### src/rtl/mcs_pkg.sv
// Shared definitions for the machine clock selection controller.
// Assumes a 16-bit control/status word; the bit positions below are the
// fields neighbouring software decodes.
package mcs_pkg;

    typedef enum logic [1:0] {
        RC_POWER_ON = 2'b00,
        RC_WATCHDOG = 2'b01,
        RC_OTHER    = 2'b10
    } rst_cause_e;

    localparam int unsigned WORD_W   = 16;
    localparam int unsigned B_RSV_HI = 15;
    localparam int unsigned B_STAT   = 14;
    localparam int unsigned B_IVL_HI = 13;
    localparam int unsigned B_IVL_LO = 12;
    localparam int unsigned B_RSV_LO = 11;
    localparam int unsigned B_SEL    = 10;
    localparam int unsigned B_MUL_HI = 9;
    localparam int unsigned B_MUL_LO = 8;

    // A hard reset restores the select and status state; other causes keep it.
    function automatic logic is_hard_reset(input logic [1:0] cause);
        return (cause == RC_POWER_ON) || (cause == RC_WATCHDOG);
    endfunction

endpackage

### src/rtl/mcs_stab_timer.sv
// PLL stabilization timer and source status.
// Counts 2**CNT_W oscillation cycles after start_i, then drops on_main_o.
// abort_i (a return to the main clock) wins over start_i and over the count.
// Assumes start_i is raised only while on_main_o is 1.
module mcs_stab_timer #(
    parameter int unsigned CNT_W = 14
) (
    input  logic clk_i,
    input  logic rst_ni,
    input  logic hard_rst_i,
    input  logic start_i,
    input  logic abort_i,
    output logic waiting_o,
    output logic on_main_o
);

    logic [CNT_W-1:0] cnt_q;
    logic             term;

    assign term = (cnt_q == {CNT_W{1'b1}});

    // Wait state, cycle count and source status.
    always_ff @(posedge clk_i) begin
        if (!rst_ni) begin
            if (hard_rst_i) begin
                waiting_o <= 1'b0;
                cnt_q     <= '0;
                on_main_o <= 1'b1;
            end
        end else if (abort_i) begin
            waiting_o <= 1'b0;
            cnt_q     <= '0;
            on_main_o <= 1'b1;
        end else if (start_i) begin
            waiting_o <= 1'b1;
            cnt_q     <= '0;
        end else if (waiting_o) begin
            if (term) begin
                waiting_o <= 1'b0;
                cnt_q     <= '0;
                on_main_o <= 1'b0;
            end else begin
                cnt_q <= cnt_q + CNT_W'(1);
            end
        end
    end

    // the status reports the main clock for the whole wait.
    a_r3_wait_on_main: assert property (@(posedge clk_i) disable iff (!rst_ni)
        waiting_o |-> on_main_o);

    // the status drops only at the end of a wait.
    a_r3_fall_after_wait: assert property (@(posedge clk_i) disable iff (!rst_ni)
        $fell(on_main_o) |-> $past(waiting_o));

    // a return to the main clock shows in the status on the next cycle.
    a_r9_abort_main: assert property (@(posedge clk_i) disable iff (!rst_ni)
        abort_i |=> (on_main_o && !waiting_o));

endmodule

### src/rtl/mcs_lock_timer.sv
// Re-selection lock window: after arm_i, active_o stays high for LOCK_LEN
// cycles. Each new arm_i restarts the window. Every reset cause clears it.
module mcs_lock_timer #(
    parameter int unsigned LOCK_LEN = 16
) (
    input  logic clk_i,
    input  logic rst_ni,
    input  logic arm_i,
    output logic active_o
);

    localparam int unsigned LW = $clog2(LOCK_LEN + 1);

    logic [LW-1:0] left_q;

    // Remaining cycles of the lock window.
    always_ff @(posedge clk_i) begin
        if (!rst_ni) begin
            left_q <= '0;
        end else if (arm_i) begin
            left_q <= LW'(LOCK_LEN);
        end else if (left_q != '0) begin
            left_q <= left_q - LW'(1);
        end
    end

    assign active_o = (left_q != '0);

    // arming opens the window on the next cycle.
    a_r6_arm_opens: assert property (@(posedge clk_i) disable iff (!rst_ni)
        arm_i |=> active_o);

endmodule

### src/rtl/mcs_div2.sv
// Main-clock divider: toggles every oscillation cycle while run_i is high
// and holds otherwise, so it gives the oscillation clock divided by two.
module mcs_div2 (
    input  logic clk_i,
    input  logic rst_ni,
    input  logic run_i,
    output logic div_o
);

    // Toggle flop gated by the main-clock status.
    always_ff @(posedge clk_i) begin
        if (!rst_ni) begin
            div_o <= 1'b0;
        end else if (run_i) begin
            div_o <= !div_o;
        end
    end

    // the divider holds while the PLL is in use.
    a_r10_hold_on_pll: assert property (@(posedge clk_i) disable iff (!rst_ni)
        (!run_i && $past(rst_ni)) |=> $stable(div_o));

endmodule

### src/rtl/mclk_sel_ctrl.sv
// Machine clock selection controller (top).
// Holds the control/status word, decodes writes, and drives the source
// select, the multiplier code, the time-base timer clear and the main-clock
// divide-by-two. Assumes the first reset after power-up has a hard cause.
module mclk_sel_ctrl #(
    parameter int unsigned STAB_W    = 14,
    parameter int unsigned LOCK_MCYC = 8
) (
    input  logic        clk_i,
    input  logic        rst_ni,
    input  logic [1:0]  rst_cause_i,
    input  logic        wr_en_i,
    input  logic [15:0] wr_data_i,
    output logic [15:0] rd_data_o,
    output logic        clk_src_pll_o,
    output logic [1:0]  mult_o,
    output logic        tbase_clr_o,
    output logic        mclk_div2_o
);
    import mcs_pkg::*;

    // One machine cycle is two oscillation cycles on the main clock.
    localparam int unsigned LOCK_LEN = 2 * LOCK_MCYC;

    logic       sel_q;
    logic [1:0] ivl_q;
    logic [1:0] mul_q;
    logic       clr_q;
    logic       hard_rst;
    logic       wr_sel;
    logic       start_wait;
    logic       set_main;
    logic       lock_active;
    logic       waiting;
    logic       on_main;
    logic       wr_unused;

    assign hard_rst   = is_hard_reset(rst_cause_i);
    assign wr_sel     = wr_data_i[B_SEL];
    assign set_main   = wr_en_i && wr_sel;
    assign start_wait = wr_en_i && !wr_sel && sel_q && !lock_active;
    assign wr_unused  = ^{wr_data_i[B_RSV_HI], wr_data_i[B_STAT],
                          wr_data_i[B_RSV_LO], wr_data_i[7:0]};

    // Select bit: hard reset sets it, other causes keep it.
    always_ff @(posedge clk_i) begin
        if (!rst_ni) begin
            if (hard_rst) begin
                sel_q <= 1'b1;
            end
        end else if (set_main) begin
            sel_q <= 1'b1;
        end else if (start_wait) begin
            sel_q <= 1'b0;
        end
    end

    // Interval field: freely writable, restored by every reset cause.
    always_ff @(posedge clk_i) begin
        if (!rst_ni) begin
            ivl_q <= 2'b11;
        end else if (wr_en_i) begin
            ivl_q <= wr_data_i[B_IVL_HI:B_IVL_LO];
        end
    end

    // Multiplier field: writable only while the main clock is selected.
    always_ff @(posedge clk_i) begin
        if (!rst_ni) begin
            mul_q <= 2'b00;
        end else if (wr_en_i && sel_q) begin
            mul_q <= wr_data_i[B_MUL_HI:B_MUL_LO];
        end
    end

    // Time-base timer clear: one cycle after the wait starts.
    always_ff @(posedge clk_i) begin
        if (!rst_ni) begin
            clr_q <= 1'b0;
        end else begin
            clr_q <= start_wait;
        end
    end

    mcs_stab_timer #(
        .CNT_W (STAB_W)
    ) u_stab (
        .clk_i      (clk_i),
        .rst_ni     (rst_ni),
        .hard_rst_i (hard_rst),
        .start_i    (start_wait),
        .abort_i    (set_main),
        .waiting_o  (waiting),
        .on_main_o  (on_main)
    );

    mcs_lock_timer #(
        .LOCK_LEN (LOCK_LEN)
    ) u_lock (
        .clk_i    (clk_i),
        .rst_ni   (rst_ni),
        .arm_i    (set_main),
        .active_o (lock_active)
    );

    mcs_div2 u_div (
        .clk_i  (clk_i),
        .rst_ni (rst_ni),
        .run_i  (on_main),
        .div_o  (mclk_div2_o)
    );

    // Read word assembly: reserved bits fixed high, low byte fixed low.
    always_comb begin
        rd_data_o                    = '0;
        rd_data_o[B_RSV_HI]          = 1'b1;
        rd_data_o[B_STAT]            = on_main;
        rd_data_o[B_IVL_HI:B_IVL_LO] = ivl_q;
        rd_data_o[B_RSV_LO]          = 1'b1;
        rd_data_o[B_SEL]             = sel_q;
        rd_data_o[B_MUL_HI:B_MUL_LO] = mul_q;
    end

    assign clk_src_pll_o = !on_main;
    assign mult_o        = mul_q;
    assign tbase_clr_o   = clr_q;

    // whenever the main clock is selected, it is also the one in use.
    a_r2_sel_implies_main: assert property (@(posedge clk_i) disable iff (!rst_ni)
        sel_q |-> on_main);

    // the clear is a single-cycle pulse.
    a_r4_clr_single: assert property (@(posedge clk_i) disable iff (!rst_ni)
        tbase_clr_o |=> !tbase_clr_o);

    // a drop of the select bit comes with the clear pulse.
    a_r4_clr_on_start: assert property (@(posedge clk_i) disable iff (!rst_ni)
        $fell(sel_q) |-> tbase_clr_o);

    // the multiplier holds across writes made while the PLL is selected.
    a_r5_mult_locked: assert property (@(posedge clk_i) disable iff (!rst_ni)
        (wr_en_i && !sel_q) |=> $stable(mult_o));

    // a refused write of 0 keeps the main clock selected.
    a_r6_lock_keeps_sel: assert property (@(posedge clk_i) disable iff (!rst_ni)
        (wr_en_i && !wr_sel && sel_q && lock_active) |=> sel_q);

endmodule

### config.mk
export PLATFORM = sky130hd
export DESIGN_NAME = mclk_sel_ctrl
export DESIGN_NICKNAME = d
export VERILOG_FILES = /design/src/rtl/mcs_pkg.sv /design/src/rtl/mcs_stab_timer.sv /design/src/rtl/mcs_lock_timer.sv /design/src/rtl/mcs_div2.sv /design/src/rtl/mclk_sel_ctrl.sv
export SDC_FILE = /design/constraint.sdc
export NUM_CORES = 1
export LEC_CHECK = 0
export ABC_AREA = 1
export CORE_MARGIN = 5
export CORE_UTILIZATION = 48
export DETAILED_ROUTE_END_ITERATION = 12
export MAX_ROUTING_LAYER = met4
export PLACE_DENSITY = 0.84
export REMOVE_ABC_BUFFERS = 1
export SKIP_CTS_REPAIR_TIMING = 1
export SYNTH_ARGS = -nofsm -noshare
export SYNTH_HDL_FRONTEND = slang
export SYNTH_SLANG_ARGS = --single-unit
### constraint.sdc
create_clock -name clk_i -period 2.3 [get_ports clk_i]
set_clock_uncertainty 0.05 [all_clocks]
set_input_delay 0.69 -clock clk_i [delete_from_list [all_inputs] [get_ports clk_i]]
set_output_delay 0.69 -clock clk_i [all_outputs]
set_load 0.01 [all_outputs]
==> results of run 1 <==
==> state kept, by name, indices dropped and copies added, names as in the netlist <==
register / count
u_div.div_o: 1
u_stab.cnt_q: 14
sel_q: 1
u_stab.on_main_o: 1
mult_o: 2
u_lock.left_q: 5
u_stab.waiting_o: 1
ivl_q: 2
tbase_clr_o: 1
==> how the worst max path moves through the flow <==
stage                     start  slack, ps  depth (start not counted)         endpoint
4_1_cts        u_stab.on_main_o        170                          2    clk_src_pll_o
3_5_place_dp            wr_en_i          3                          5  u_stab.cnt_q[3]
2_1_floorplan           wr_en_i        150                          4  u_stab.cnt_q[0]
3_3_place_gp            wr_en_i         -8                          5  u_stab.cnt_q[2]
5_1_grt        u_stab.on_main_o         90                          2    clk_src_pll_o
6_report       u_stab.on_main_o        180                          2    clk_src_pll_o
==> area by class of cell <==
cell class,instances,area (um2)
multi-input combinational,123,651.9
sequential,28,730.7
timing repair buffer,25,235.2
clock buffer,4,47.55
inverter,20,75.07
tap,44,55.05
fill,266,1282
==> logic make-up (layout without fill, tap and decap cells) <==
| family | count (synthesis) | after routing | synth area share |
|---|---|---|---|
| and+or+nand+nor | 90 | 90 | 0.2748 |
| buffers and inverters | 35 | 49 | 0.1289 |
| DFF | 28 | 28 | 0.4706 |
| xor gates and xnor gates | 12 | 12 | 0.06769 |
| AOI/OAI and AO/OA | 9 | 9 | 0.03707 |
| adders and majority gates | 2 | 2 | 0.01611 |
| other | 2 | 10 | 0.004837 |
==> report_power, final <==
group	switching [mW]	total, mW	leakage [nW]	internal [mW]
Combinational	0.221	0.404	0.441	0.182
Sequential	0.0707	0.701	0.266	0.630
Clock	0.152	0.285	0.0261	0.133
==> worst max-delay path, stage by stage (launching register included) <==
cell and delay [ps]:
edfxtp_1 450, inv_1 70, clkdlybuf4s50_1 520
==> metrics by stage <==
step,utilization,setup TNS (ps),area (um2)
6_report,0.5833,0,1795
5_1_grt,0.5833,0,1795
4_1_cts,0.5833,0,1795
3_5_place_dp,0.5679,0,1748
3_3_place_gp,0.5679,-58.50,1748
2_1_floorplan,-,0,1458
==> routing by layer <==
metal	part of all wire	GRT usage	vias up
li1	-	-	588
met1	0.46	0.1679	507
met2	0.47	0.2067	26
met3	0.047	0.02024	6
met4	0.020	0.06076	0
met5	0	-	-
==> placed cells by master, fill, tap and decap left out <==
cell type	Yosys	final
nand2_1	35	35
nor2_1	20	20
clkdlybuf4s50_1	0	19
inv_1	17	17
edfxtp_1	17	17
nor2_2	15	15
dfxtp_1	11	11
nand3_1	10	10
conb_1	2	10
xnor2_1	7	7
buf_4	14	6
xor2_1	5	5
o21ai_0	4	4
inv_2	3	3
nand4_1	3	3
nor3_1	3	3
a21oi_1	3	3
clkbuf_4	0	3
ha_1	2	2
a21oi_4	1	1
nand3b_2	1	1
nand2_2	1	1
a31oi_1	1	1
nand3_4	1	1
nand3b_1	1	1
clkbuf_16	0	1
==> impl_metrics.toml, run 1 <==
[clock_tree]
htree_levels = 1
cts.path.max_buffers = 2
clk_pin_slew_worst_paths_ps = 160
cts_made_buffers = 3
clk_latency_ps = 330
cts_tree = "yes"
cts_sinks = 28
root_buffer = "clkbuf_4"

[grt]
grt_use_total = 0.1320
antenna_found_initial = 0
grt_max_degree = 17
grt_pass1_vias = 1024
grt_pass1_wl_um = 4360
grt_overflow = 0

[power_and_ir_drop]
p_leak_nw = 0.7334
power.total_mw = 1.390
power_density_nw_per_um2 = 774.1
ir_worst_vdd_v = 0.0004848

[synth]
ys_ff_latch = 28
synth_area_per_cell_um2 = 8.723
synthTopCellsByCount = "nand2_1, nor2_1, edfxtp_1, inv_1, nor2_2"
synth_top_cell_by_area = "edfxtp_1"
yosysUniqueCellTypes = 24
yosysWarnings = 0
synth-main-ff-cell = "edfxtp_1"
ys_seq_area_frac = 0.4706
synthArstFlopShare = 0
synth_top_cells_by_area = "edfxtp_1, dfxtp_1, nand2_1"
syn_area_um2 = 1553
syn_inst = 178
yosysMostFrequentCell = "nand2_1"
synth_top_area_share = 0.3288
synth_edf_count = 17

[routing]
antenna_left = 0
via_per_inst = 4.619
route.detailed.drc = 0
routedWlPerCell_um = 10.10
wl_um = 2464
num_vias = 1127
first_pass_iters = 4
dr.first_iter.drc_count = 38

[place]
routabilityCongestion = 0.7648
dpl.hpwl_um = 1980
dp.cells = 240
pre_cts_slack_ps = 2.844
numPortBuffers = 19

[critical_path]
reg2reg_slack_ps = 570
ff2ff_path_depth = 7
path_class = "reg -> out"
r2r-start = "u_lock.left_q[0]"
worstPathRequired_ps = 1560
cp_data_arrival_time_ps = 1380
r2r_end = "u_stab.cnt_q[3]"
critPathCaptureType = "output port"
cp-start-kind = "register"
critPathMaxFanout = 3

[status]
status = "complete, no violations"

[sta]
min_period_ps = 2122
timing.fmax_mhz = 471.4
hold_ws_ps = 424.5
maxSlewViolCount = 0
rsz0062_at_grt = "no"
setup_viol = 0
min_period_over_period = 0.9224
fin_ws_ps = 178.5
hold_violations = 0

[finish]
fin_nets = 224
finalNonFillerCells = 244
drive_gt1_frac = 0.1600
diodes = 0
area_growth_pct = 15.63

[min_path]
whs_endpoint = "u_lock.left_q[4]"
hp-start = "u_lock.left_q[4]"
worstHoldPathCells = 2
min_path_type = "reg -> reg"

[floorplan]
dieArea_um2 = 4472
coreArea_um2 = 3078
rows = 20
io-pin-count = 42
initial_utilization = 0.5045
die_h_um = 66.88
die_w_um = 66.88

[job]
cap_violations = 0
Power figures use the tool's default switching activity.
==> run 2, diff against run 1 <==
==> constraint.sdc (replaced) <==
create_clock -name clk_i -period 2.3 [get_ports clk_i]
set_clock_uncertainty 0.05 [all_clocks]
set_input_delay 0.575 -clock clk_i [delete_from_list [all_inputs] [get_ports clk_i]]
set_output_delay 0.575 -clock clk_i [all_outputs]
set_load 0.01 [all_outputs]
==> run 2 against run 1 <==
  * Sequential power about the same
  * Sequential share of layout area up 0.34 points
  * Clock-buffer cell count unchanged
  * Flip-flop and latch count unchanged
  * Non-clock buffer count down 2
==> impl_metrics.toml, run 2 (synthesized netlist as in run 1, its figures left out) <==
[critical_path]
cp_data_arrival_time_ps = 1400
critPathMaxFanout = 3
critPathCaptureType = "output port"
path_class = "reg -> out"
worstPathRequired_ps = 1670
cp-start-kind = "register"

[sta]
min_period_over_period = 0.8789
hold_violations = 0
maxSlewViolCount = 0
hold_ws_ps = 433.8
min_period_ps = 2021
timing.fmax_mhz = 494.7
rsz0062_at_grt = "no"
setup_viol = 0
tns_ps = 0

[grt]
grt_pass1_vias = 1026
grt_util_met3 = 0.01518
grt_max_degree = 17
grt_overflow = 0
met1_usage = 0.1668
grt_pass1_wl_um = 4422
grt_use_total = 0.1353
top_usage_layer = "met2"
antenna_found_initial = 0
grt_util_met2 = 0.2153

[finish]
top_regs = "u_stab.cnt_q x14, u_lock.left_q x5"
final_common_cell = "nand2_1"
top_register = "u_stab.cnt_q"
drive_gt1_frac = 0.1515
largest_reg_flops = 14
mostFrequentLayoutCells = "nand2_1, nor2_1, clkdlybuf4s50_1"
diodes = 0
area_growth_pct = 14.67
post-route-util = 0.5785
fin_nets = 222

[power_and_ir_drop]
ir_worst_vdd_v = 0.0003492
p_leak_nw = 0.7246
power.total_mw = 1.391
power_density_nw_per_um2 = 781.2

[place]
dpl.hpwl_um = 2010
routabilityCongestion = 0.7638
numPortBuffers = 19

[routing]
num_vias = 1118
route.detailed.drc = 0
routedWlPerCell_um = 10.76
antenna_left = 0
wl_um = 2603
via_per_inst = 4.620
first_pass_iters = 4
dr.first_iter.drc_count = 62

[status]
status = "complete, no violations"

[clock_tree]
clk_pin_slew_worst_paths_ps = 160
cts_tree = "yes"
root_buffer = "clkbuf_4"
clk_latency_ps = 350
htree_levels = 1
cts.path.max_buffers = 2
cts_sinks = 28
cts_made_buffers = 3

[floorplan]
dieArea_um2 = 4472
die_w_um = 66.88
rows = 20
initial_utilization = 0.5045
io-pin-count = 42
coreArea_um2 = 3078
die_h_um = 66.88

[job]
cap_violations = 0

[min_path]
min_path_type = "reg -> reg"
-- run 2: changes by cell type in the layout (fill, tap and decap cells not counted), sizes merged --
cell / previous run / this run
buf: 6 / 4
-- run 2: stage by stage --
stage / instances / worst slack, ps / area [um2]
after floorplan: 171 / 214.2 / 1458
final: 242 / 278.5 / 1780
after detailed placement: 238 / 154.9 / 1733
after CTS: 242 / 266.9 / 1780
after global placement: 238 / 166.8 / 1733
after global routing: 242 / 181.2 / 1780
-- run 2: layout make-up --
type / instances / area [um2]
Clock buffer: 4 / 47.55
Fill cell: 270 / 1297
Inverter: 20 / 75.07
Multi-Input combinational cell: 123 / 651.9
Sequential cell: 28 / 730.7
Tap cell: 44 / 55.05
Timing Repair Buffer: 23 / 220.2
-- run 2: worst paths after layout --
check                           slack, ps              from          endpoint  cells past startpoint
worst max-delay path                  280  u_stab.on_main_o     clk_src_pll_o                      2
worst min-delay path                  430  u_lock.left_q[4]  u_lock.left_q[4]                      2
worst max register to register        540  u_lock.left_q[0]   u_stab.cnt_q[3]                      7
worst min register to register        430  u_lock.left_q[4]  u_lock.left_q[4]                      2
-- run 2: per-layer routing --
layer  part of all wire  up-vias  wire [um]
li1                   -      586          -
met1               0.45      501       1174
met2               0.49       26       1270
met3              0.037        5         96
met4              0.023        0         61
met5                  0        -          0
-- run 2: worst max-delay path: stages, from the launching register on --
cell,delay [ps]
edfxtp_1,450
inv_1,70
clkdlybuf4s50_1,520
-- run 2: power by group --
group          leakage [nW]  total, mW  switching [mW]  internal, mW
logic                 0.432      0.401           0.223         0.178
clock network        0.0261      0.289           0.156         0.133
registers             0.266      0.700          0.0698         0.630
total                 0.725       1.39           0.449         0.942
==> run 3, diff against run 2 <==
--- a/config.mk
+++ b/config.mk
@@ -6,11 +6,13 @@
 export NUM_CORES = 1
 export LEC_CHECK = 0
 export ABC_AREA = 1
+export CORE_ASPECT_RATIO = 0.8
 export CORE_MARGIN = 5
-export CORE_UTILIZATION = 48
+export CORE_UTILIZATION = 62
 export DETAILED_ROUTE_END_ITERATION = 12
+export DONT_BUFFER_PORTS = 1
 export MAX_ROUTING_LAYER = met4
-export PLACE_DENSITY = 0.84
+export PLACE_DENSITY = 0.82
 export REMOVE_ABC_BUFFERS = 1
 export SKIP_CTS_REPAIR_TIMING = 1
 export SYNTH_ARGS = -nofsm -noshare
==> run 3 against run 2 <==
  * Non-clock buffer count down 22
  * Global-route usage up 2.1 points
  * Largest power group unchanged
  * Largest cell class unchanged
  * Sequential power up 2%
  * Critical path depth up 4
  * Via count down 4.7%
  * Power up 0.10%
  * First-iteration DRC count down 47%
  * Fmax up 15%
  * Combinational power down 11%
  * Cell area down 12%
  * Sequential share of layout area up 5.7 points
  * Core utilization up 6.7 points
==> impl_metrics.toml, run 3 (synthesized netlist as in run 1, its figures left out) <==
[status]
status = "complete, no violations"

[floorplan]
coreArea_um2 = 2422
initial_utilization = 0.6410
die_w_um = 65.95
io-pin-count = 42
die_h_um = 54.76
rows = 16
dieArea_um2 = 3611

[routing]
route.detailed.drc = 0
antenna_left = 0
first_pass_iters = 5
num_vias = 1066
dr.first_iter.drc_count = 33
routedWlPerCell_um = 12.84
via_per_inst = 5.028
wl_um = 2722

[sta]
hold_violations = 0
rsz0062_at_grt = "no"
tns_ps = 0
setup_viol = 0
min_period_over_period = 0.7659
timing.fmax_mhz = 567.6
maxSlewViolCount = 0
min_period_ps = 1762
hold_ws_ps = 251.9

[critical_path]
critPathCaptureType = "register"
worstSetupPathDepth = 6
cp_data_arrival_time_ps = 1820
crit_path_max_incr_delay_ps = 450
ff2ff_path_depth = 6
crit_buf_inv = 0
cp_top_family = "simple AND/OR/NAND/NOR gates"
critPathMaxFanout = 14
path_class = "reg -> reg"
cp-start-kind = "register"
cp_cell_sequence = "ha_1 > nand2_1 > nor2_2 > nand4_1 > nand3_4 > nor2_1"
worstPathRequired_ps = 2350
crit_slowest_cell = "edfxtp_1"

[clock_tree]
root_buffer = "clkbuf_4"
clk_pin_slew_worst_paths_ps = 150
cts_sinks = 28
cts.path.max_buffers = 2
clk_latency_ps = 350
cts_made_buffers = 3
htree_levels = 1
cts_tree = "yes"

[power_and_ir_drop]
power.total_mw = 1.392
ir_worst_vdd_v = 0.0006555
clock_power_share = 0.234
switching_share = 0.3212
p_leak_nw = 0.6392
p_int_mw = 0.9452
power.switching_mw = 0.4472
power_density_nw_per_um2 = 891.0
p_comb_frac = 0.255
seqPwrFrac = 0.512

[place]
dpl.hpwl_um = 2115
routabilityCongestion = 0.8089
dpl_cell_area_um2 = 1510
numPortBuffers = 0

[grt]
grt_pass1_vias = 980
grt_pass1_wl_um = 4064
grt_util_met3 = 0.05749
top_usage_layer = "met2"
met1_usage = 0.1720
antenna_found_initial = 0
grt_util_met2 = 0.2795
grt_use_total = 0.1567
grt_max_degree = 17
grt_overflow = 0

[finish]
drive_gt1_frac = 0.1534
final_common_cell = "nand2_1"
top_regs = "u_stab.cnt_q x14, u_lock.left_q x5"
top_register = "u_stab.cnt_q"
diodes = 0
fin_nets = 200
mostFrequentLayoutCells = "nand2_1, nor2_1, inv_1, edfxtp_1, nor2_2"
post-route-util = 0.6451
area_growth_pct = 0.6447
n_fill_cell = 185
finalInstanceArea_um2 = 1563
largest_reg_flops = 14

[job]
cap_violations = 0

[min_path]
worstHoldPathCells = 1
min_path_type = "in -> reg"
## run 3: worst register-to-register path, cell delays in order, from the launching register on
cell and delay (ps):
edfxtp_1 450, ha_1 240, nand2_1 80, nor2_2 160, nand4_1 220, nand3_4 250, nor2_1 90
## run 3: final cells by class
type	instances	area, um2	area share
clock buffers	3	22.52	0.01441
clock inverters	1	30.03	0.01922
inverters	20	75.07	0.04804
multi-input cells	123	651.9	0.4171
flip-flops and latches	28	730.7	0.4676
well taps	36	45.04	0.02882
repair buffers	1	7.507	0.004804
## run 3: final timing paths
kind,startpoint,end,slack [ps]
worst max register to register,u_stab.cnt_q[0],u_stab.cnt_q[9],540
worst min register to register,u_lock.left_q[4],u_lock.left_q[4],440
worst max-delay path,u_stab.cnt_q[0],u_stab.cnt_q[9],540
worst min-delay path,rst_ni,ivl_q[0],250
## run 3: metrics by stage
step | setup slack [ps] | std cells
floorplan | 214.2 | 171
CTS | 549.1 | 212
detailed placement | 564.5 | 208
global route | 438.7 | 212
finish | 538.3 | 212
global placement | 636.4 | 208
## run 3: metal layers
layer,share of wire,wire length (um),up-vias
met4,0.010,28,0
met3,0.078,213,5
met2,0.48,1314,36
met1,0.43,1166,490
li1,-,-,535
met5,0,0,-
## run 3: power by group through the flow
| stage | clock [mW] | combinational, mW | sequential (mW) |
|---|---|---|---|
| after detailed placement | 0 | 0.354 | 0.722 |
| after global placement | 0 | 0.328 | 0.716 |
| after floorplan | 0 | 0.290 | 0.705 |
| final | 0.325 | 0.355 | 0.712 |
| after CTS | 0.331 | 0.356 | 0.712 |
| after global routing | 0.348 | 0.400 | 0.723 |
